==> src/rtl/i2c_arb_pkg.sv <==
package i2c_arb_pkg;

   typedef enum logic [1:0] {
      MODE_IDLE   = 2'd0,
      MODE_MASTER = 2'd1,
      MODE_SLAVE  = 2'd2
   } mode_e;

   typedef enum logic [1:0] {
      PH_ADDR = 2'd0,
      PH_DATA = 2'd1,
      PH_ACK  = 2'd2,
      PH_NONE = 2'd3
   } phase_e;

endpackage

==> src/rtl/i2c_bus_events.sv <==
// Edge and stop detection on the sampled bus lines.
module i2c_bus_events (
   input  logic clk,
   input  logic rst_n,
   input  logic scl_in,
   input  logic sda_in,
   output logic scl_rise,
   output logic stop_seen
);
   logic scl_q;
   logic sda_q;

   // Lines idle high, so reset to 1 to avoid a phantom edge.
   always_ff @(posedge clk or negedge rst_n) begin
      if (!rst_n) begin
         scl_q <= 1'b1;
         sda_q <= 1'b1;
      end else begin
         scl_q <= scl_in;
         sda_q <= sda_in;
      end
   end

   assign scl_rise  = scl_in & ~scl_q;
   assign stop_seen = scl_in & scl_q & sda_in & ~sda_q;
endmodule

==> src/rtl/i2c_frame_shift.sv <==
// Bit counter, shift register and address comparators shared by master and slave.
module i2c_frame_shift #(
   parameter int ADDR_W = 7,
   parameter bit GC_EN  = 1'b1
) (
   input  logic              clk,
   input  logic              rst_n,
   input  logic              clr,
   input  logic              to_ack,
   input  logic              step,
   input  logic              addr_frame,
   input  logic              sda_in,
   input  logic [ADDR_W-1:0] own_addr,
   output logic              last_bit,
   output logic              own_hit,
   output logic              gc_hit
);
   localparam int SH_W = (ADDR_W + 1 > 8) ? ADDR_W + 1 : 8;
   localparam int CW   = $clog2(SH_W + 1);
   localparam logic [CW-1:0] ACK_MARK  = CW'(SH_W);
   localparam logic [CW-1:0] ADDR_LAST = CW'(ADDR_W);
   localparam logic [CW-1:0] DATA_LAST = CW'(7);

   logic [SH_W-1:0] sr_q;
   logic [SH_W-1:0] frame_nxt;
   logic [CW-1:0]   cnt_q;
   logic [CW-1:0]   last_idx;
   logic            in_ack;

   assign last_idx  = addr_frame ? ADDR_LAST : DATA_LAST;
   assign in_ack    = cnt_q > last_idx;
   assign frame_nxt = {sr_q[SH_W-2:0], sda_in};
   assign last_bit  = step && !in_ack && (cnt_q == last_idx);
   assign own_hit   = frame_nxt[ADDR_W:1] == own_addr;

   generate
      if (GC_EN) begin : g_gc
         assign gc_hit = frame_nxt[ADDR_W:0] == '0;
      end else begin : g_no_gc
         assign gc_hit = 1'b0;
      end
   endgenerate

   always_ff @(posedge clk or negedge rst_n) begin
      if (!rst_n) begin
         sr_q  <= '0;
         cnt_q <= '0;
      end else if (clr) begin
         cnt_q <= '0;
      end else if (to_ack) begin
         cnt_q <= ACK_MARK;
      end else if (step) begin
         if (in_ack) begin
            cnt_q <= '0;
         end else begin
            sr_q  <= frame_nxt;
            cnt_q <= cnt_q + CW'(1);
         end
      end
   end
endmodule

==> src/rtl/i2c_arb_fallback.sv <==
module i2c_arb_fallback
   import i2c_arb_pkg::*;
#(
   parameter int ADDR_W = 7,
   parameter bit GC_EN  = 1'b1
) (
   input  logic              clk,
   input  logic              rst_n,
   input  logic              mst_go,
   input  logic              mst_done,
   input  logic              tx_bit,
   input  logic              sda_in,
   input  logic              scl_in,
   input  logic [1:0]        phase,
   input  logic [ADDR_W-1:0] own_addr,
   input  logic              flag_clr,
   input  logic              lost_clr,
   output logic              arb_lost,
   output logic [1:0]        mode,
   output logic              addr_match,
   output logic              gc_match,
   output logic              irq_flag,
   output logic              scl_hold,
   output logic              sda_drive_low
);
   generate
      if (ADDR_W < 2 || ADDR_W > 15) begin : g_bad_addr_w
         $error("i2c_arb_fallback: ADDR_W must lie in 2..15");
      end
   endgenerate

   phase_e ph;
   mode_e  mode_q, mode_d;
   logic   slv_addr_q, slv_addr_d;
   logic   am_q, am_d, gc_q, gc_d;
   logic   irq_q, irq_d, lost_q, lost_d, hold_q, hold_d;
   logic   scl_rise, stop_seen;
   logic   step, lost_hit, last_bit, own_hit, gc_hit;
   logic   clr, to_ack, eval, addr_frame;

   assign ph = phase_e'(phase);

   i2c_bus_events u_events (
      .clk       (clk),
      .rst_n     (rst_n),
      .scl_in    (scl_in),
      .sda_in    (sda_in),
      .scl_rise  (scl_rise),
      .stop_seen (stop_seen)
   );

   // Address bits are counted while mastering too, so a loss can carry on.
   assign step = scl_rise &&
                 (((mode_q == MODE_MASTER) && (ph == PH_ADDR)) || (mode_q == MODE_SLAVE));
   assign addr_frame = (mode_q == MODE_MASTER) || slv_addr_q;
   assign lost_hit = (mode_q == MODE_MASTER) && scl_rise && (ph != PH_NONE) &&
                     tx_bit && !sda_in;

   i2c_frame_shift #(
      .ADDR_W (ADDR_W),
      .GC_EN  (GC_EN)
   ) u_frame (
      .clk        (clk),
      .rst_n      (rst_n),
      .clr        (clr),
      .to_ack     (to_ack),
      .step       (step),
      .addr_frame (addr_frame),
      .sda_in     (sda_in),
      .own_addr   (own_addr),
      .last_bit   (last_bit),
      .own_hit    (own_hit),
      .gc_hit     (gc_hit)
   );

   always_comb begin
      mode_d     = mode_q;
      slv_addr_d = slv_addr_q;
      am_d       = am_q;
      gc_d       = gc_q;
      irq_d      = irq_q & ~flag_clr;
      lost_d     = lost_q & ~lost_clr;
      clr        = 1'b0;
      to_ack     = 1'b0;
      eval       = 1'b0;
      case (mode_q)
         MODE_IDLE: begin
            if (mst_go) begin
               mode_d = MODE_MASTER;
               clr    = 1'b1;
               am_d   = 1'b0;
               gc_d   = 1'b0;
            end
         end
         MODE_MASTER: begin
            if (lost_hit) begin
               lost_d = 1'b1;
               irq_d  = 1'b1;
               if (ph == PH_ADDR) begin
                  if (last_bit) begin
                     eval = 1'b1;
                  end else begin
                     mode_d     = MODE_SLAVE;
                     slv_addr_d = 1'b1;
                  end
               end else begin
                  mode_d = MODE_IDLE;
               end
            end else if (mst_done) begin
               mode_d = MODE_IDLE;
            end
         end
         MODE_SLAVE: begin
            if (stop_seen) begin
               mode_d     = MODE_IDLE;
               slv_addr_d = 1'b0;
               am_d       = 1'b0;
               gc_d       = 1'b0;
            end else if (last_bit) begin
               if (slv_addr_q) begin
                  eval = 1'b1;
               end else begin
                  irq_d = 1'b1;
               end
            end
         end
         default: mode_d = MODE_IDLE;
      endcase

      // Own address wins over general call when both decode.
      if (eval) begin
         slv_addr_d = 1'b0;
         if (own_hit) begin
            am_d   = 1'b1;
            irq_d  = 1'b1;
            mode_d = MODE_SLAVE;
            to_ack = 1'b1;
         end else if (gc_hit) begin
            gc_d   = 1'b1;
            irq_d  = 1'b1;
            mode_d = MODE_SLAVE;
            to_ack = 1'b1;
         end else begin
            mode_d = MODE_IDLE;
         end
      end

      hold_d = (mode_d == MODE_SLAVE) && irq_d && (hold_q || !scl_in);
   end

   always_ff @(posedge clk or negedge rst_n) begin
      if (!rst_n) begin
         mode_q     <= MODE_IDLE;
         slv_addr_q <= 1'b0;
         am_q       <= 1'b0;
         gc_q       <= 1'b0;
         irq_q      <= 1'b0;
         lost_q     <= 1'b0;
         hold_q     <= 1'b0;
      end else begin
         mode_q     <= mode_d;
         slv_addr_q <= slv_addr_d;
         am_q       <= am_d;
         gc_q       <= gc_d;
         irq_q      <= irq_d;
         lost_q     <= lost_d;
         hold_q     <= hold_d;
      end
   end

   assign arb_lost      = lost_q;
   assign mode          = mode_q;
   assign addr_match    = am_q;
   assign gc_match      = gc_q;
   assign irq_flag      = irq_q;
   assign scl_hold      = hold_q;
   assign sda_drive_low = (mode_q == MODE_MASTER) && (ph != PH_NONE) && !tx_bit;
endmodule

==> config.mk <==
export PLATFORM = sky130hd
export DESIGN_NAME = i2c_arb_fallback
export DESIGN_NICKNAME = d
export VERILOG_FILES = /design/src/rtl/i2c_arb_pkg.sv /design/src/rtl/i2c_bus_events.sv /design/src/rtl/i2c_frame_shift.sv /design/src/rtl/i2c_arb_fallback.sv
export SDC_FILE = /design/constraint.sdc
export NUM_CORES = 1
export LEC_CHECK = 0
export ABC_AREA = 0
export BUFFER_PORTS_ARGS = -buffer_cell sky130_fd_sc_hd__buf_2
export CELL_PAD_IN_SITES_DETAIL_PLACEMENT = 0
export CELL_PAD_IN_SITES_GLOBAL_PLACEMENT = 1
export CORE_MARGIN = 10
export CORE_UTILIZATION = 37
export CTS_CLUSTER_SIZE = 20
export DETAILED_ROUTE_END_ITERATION = 8
export PLACE_DENSITY_LB_ADDON = 0.15
export RECOVER_POWER = 100
export SLEW_MARGIN = 40
export SYNTH_ARGS = -nofsm -noshare
export SYNTH_HDL_FRONTEND = slang
export SYNTH_HIERARCHICAL = 1
export SYNTH_SLANG_ARGS = --single-unit
==> constraint.sdc <==
create_clock -name clk -period 2.5 [get_ports clk]
set_input_delay 0.125 -clock clk [delete_from_list [all_inputs] [get_ports clk]]
set_output_delay 0.125 -clock clk [all_outputs]
set_load 0.03 [all_outputs]
==> metrics <==
RePlAce Congestion=0.925; Clock Latency Late Sink=0.30 ns; worst slew pin tran=1.13 ns; final cell count without fillers=slightly above 200; hold slack=between 0.2 and 0.3 ns; Worst Skew=around 0.012 ns; HPWL reported at the end of detailed placement=around 2400 um; Overall Power=roughly 920 uW; Final Hold Fails=0; IO Count=26; CTS root buf=clkbuf_4; largest net degree at the start of global routing=22; Int Power=about 600 uW; Fill cells=339; die width=around 78 um; WL per Instance=approximately 15 um; antenna violations before repair=0; commonest cells after routing, fill and taps aside=dfrtp_1, buf_2, clkbuf_1; ANT cells=0; Initial Utilization=0.377; Worst Setup SP=mode[1]; first-pass GRT wire length=a little over 5000 um; area delta synth->final=26.3%; data required time at the worst endpoint=2.70 ns; Die Span Y=approximately 80 um; ANT nets after route=0; combinational power share=0.368; clock share of power=0.174; IR drop worst, VDD=approximately 0.00027 V; part of the power in registers=0.457; Clock Tree Buf Depth=2; Critical Path AT=2.59 ns; Largest register FFs=7; Switching Share=0.351; WS Path Type=flop to flop; post-DR vias/cell=just over 5; final wirelength=2980 um; critical path startpoint category=flop; fraction of layout cells with a size suffix above 1=0.299; Rows=21; unrepaired setup endpoints after global routing=false; Syn Nets=140; nets=181; max_cap viols=0; Post-Synthesis Cells=approximately 120; max-slew violation count=0; Post-Syn Area per Cell=about 11 sq um; Clock transition at path regs=~0.12 ns; CP Max Fanout=7; critical path, cell by cell=inv_2 -> ha_2 -> nor3b_4 -> o21a_1 -> nor2b_4 -> and3_4 -> o211ai_1 -> nor2_2 -> nor4_4 -> buf_12 -> mux2_4; synthesized cell area=roughly 1200 sq um; number of synthesis warnings=6; Slew HR=0.247; overall routing resource usage=0.0985; drt pass-1 iters=4; clock sinks=21; DR vias=1039; most common cell after layout, fill and taps aside=dfrtp_1; final setup vio count=0; status=finished clean; Tmin final=approximately 2.4 ns; worst hold start=flag_clr; DRC viols=0; gr ovfl total=0; fmax=roughly 420 MHz; pwr/cell area=~580 nW/um^2; reg-to-reg startpoint=mode[1]; IO buf count=25; Worst Path Buf+Inv=2; vias in the first global route=approximately 1100; Leak=around 0.0007 uW; Tcrit/Tclk final=0.955; initial drt markers=between 70 and 80; Top reg by flops=u_frame/sr_q; hold crit path type=primary input to flop; total CTS buffers=3; placed insts=between 150 and 200; slowest cell on the critical path=dfrtp_2; Psw=approximately 320 uW; critical path's top delay family=simple AND/OR/NAND/NOR gates; Die Footprint=6100 sq um; CTS tree=done; htree depth=1; Worst Setup End Kind=flop; worst stage delay on the critical path=~0.46 ns; Final Core Density=0.476; Core Box Area=3310 sq um
==> path summary, 6_finish.rpt <==
check | to | slack (ns) | depth (start not counted)
worst min-delay path | irq_flag | 0.29 | 4
max in group asynchronous | mode[1] | 1.19 | 2
worst max register to register | u_frame/sr_q[0] | 0.11 | 11
worst max-delay path | u_frame/sr_q[0] | 0.11 | 11
min in group asynchronous | u_frame/sr_q[4] | 0.55 | 2
worst min register to register | gc_match | 0.51 | 1
==> power groups by stage <==
stage / combinational (uW) / sequential (uW) / clock [uW]
floorplan: 243 / 436 / 0
global placement: 357 / 424 / 0
detailed placement: 354 / 428 / 0
CTS: 362 / 421 / 168
global route: 371 / 428 / 180
finish: 338 / 420 / 160
==> worst register-to-register path, delay by kind of cell (launching register included) <==
kind	cells	cell delay [ns]
AOI/OAI and AO/OA	2	0.32
adders and majority gates	1	0.18
buffers and inverters	2	0.23
DFF	1	0.46
muxes	1	0.29
and+or+nand+nor	5	0.82
==> area by class of cell <==
| cell class | instances | area [sq um] | share of cell area |
|---|---|---|---|
| repair buffers | 38 | 229 | 0.145 |
| clock buffers | 4 | 26.3 | 0.0167 |
| multi-input cells | 84 | 696 | 0.441 |
| inverters | 10 | 37.5 | 0.0238 |
| well taps | 46 | 57.6 | 0.0365 |
| flip-flops and latches | 21 | 531 | 0.337 |
==> metrics by stage <==
| stage | area (sq um) | setup TNS, ns | setup WS (ns) |
|---|---|---|---|
| final | 1580 | 0 | 0.112 |
| after CTS | 1610 | 0 | 0.0937 |
| after detailed placement | 1520 | -0.00103 | -0.00103 |
| after global routing | 1580 | 0 | 0.00401 |
| after floorplan | 1290 | -0.819 | -0.117 |
| after global placement | 1520 | 0 | 0.0588 |
==> per-layer routing <==
metal | GRT usage | routed length [um]
met5 | 0 | 0
met4 | 0.0251 | 30
met3 | 0.0273 | 190
met2 | 0.162 | 1420
met1 | 0.124 | 1340
==> timing repair <==
action | CTS | global route
pin swaps | 1 | 1
setup buffers | 1 | 0
gates resized for setup | 0 | 0
hold buffers | 4 | 0
setup endpoints to repair | 7 | 7
hold endpoints to repair | 22 | 0
Power figures use the tool's default switching activity.
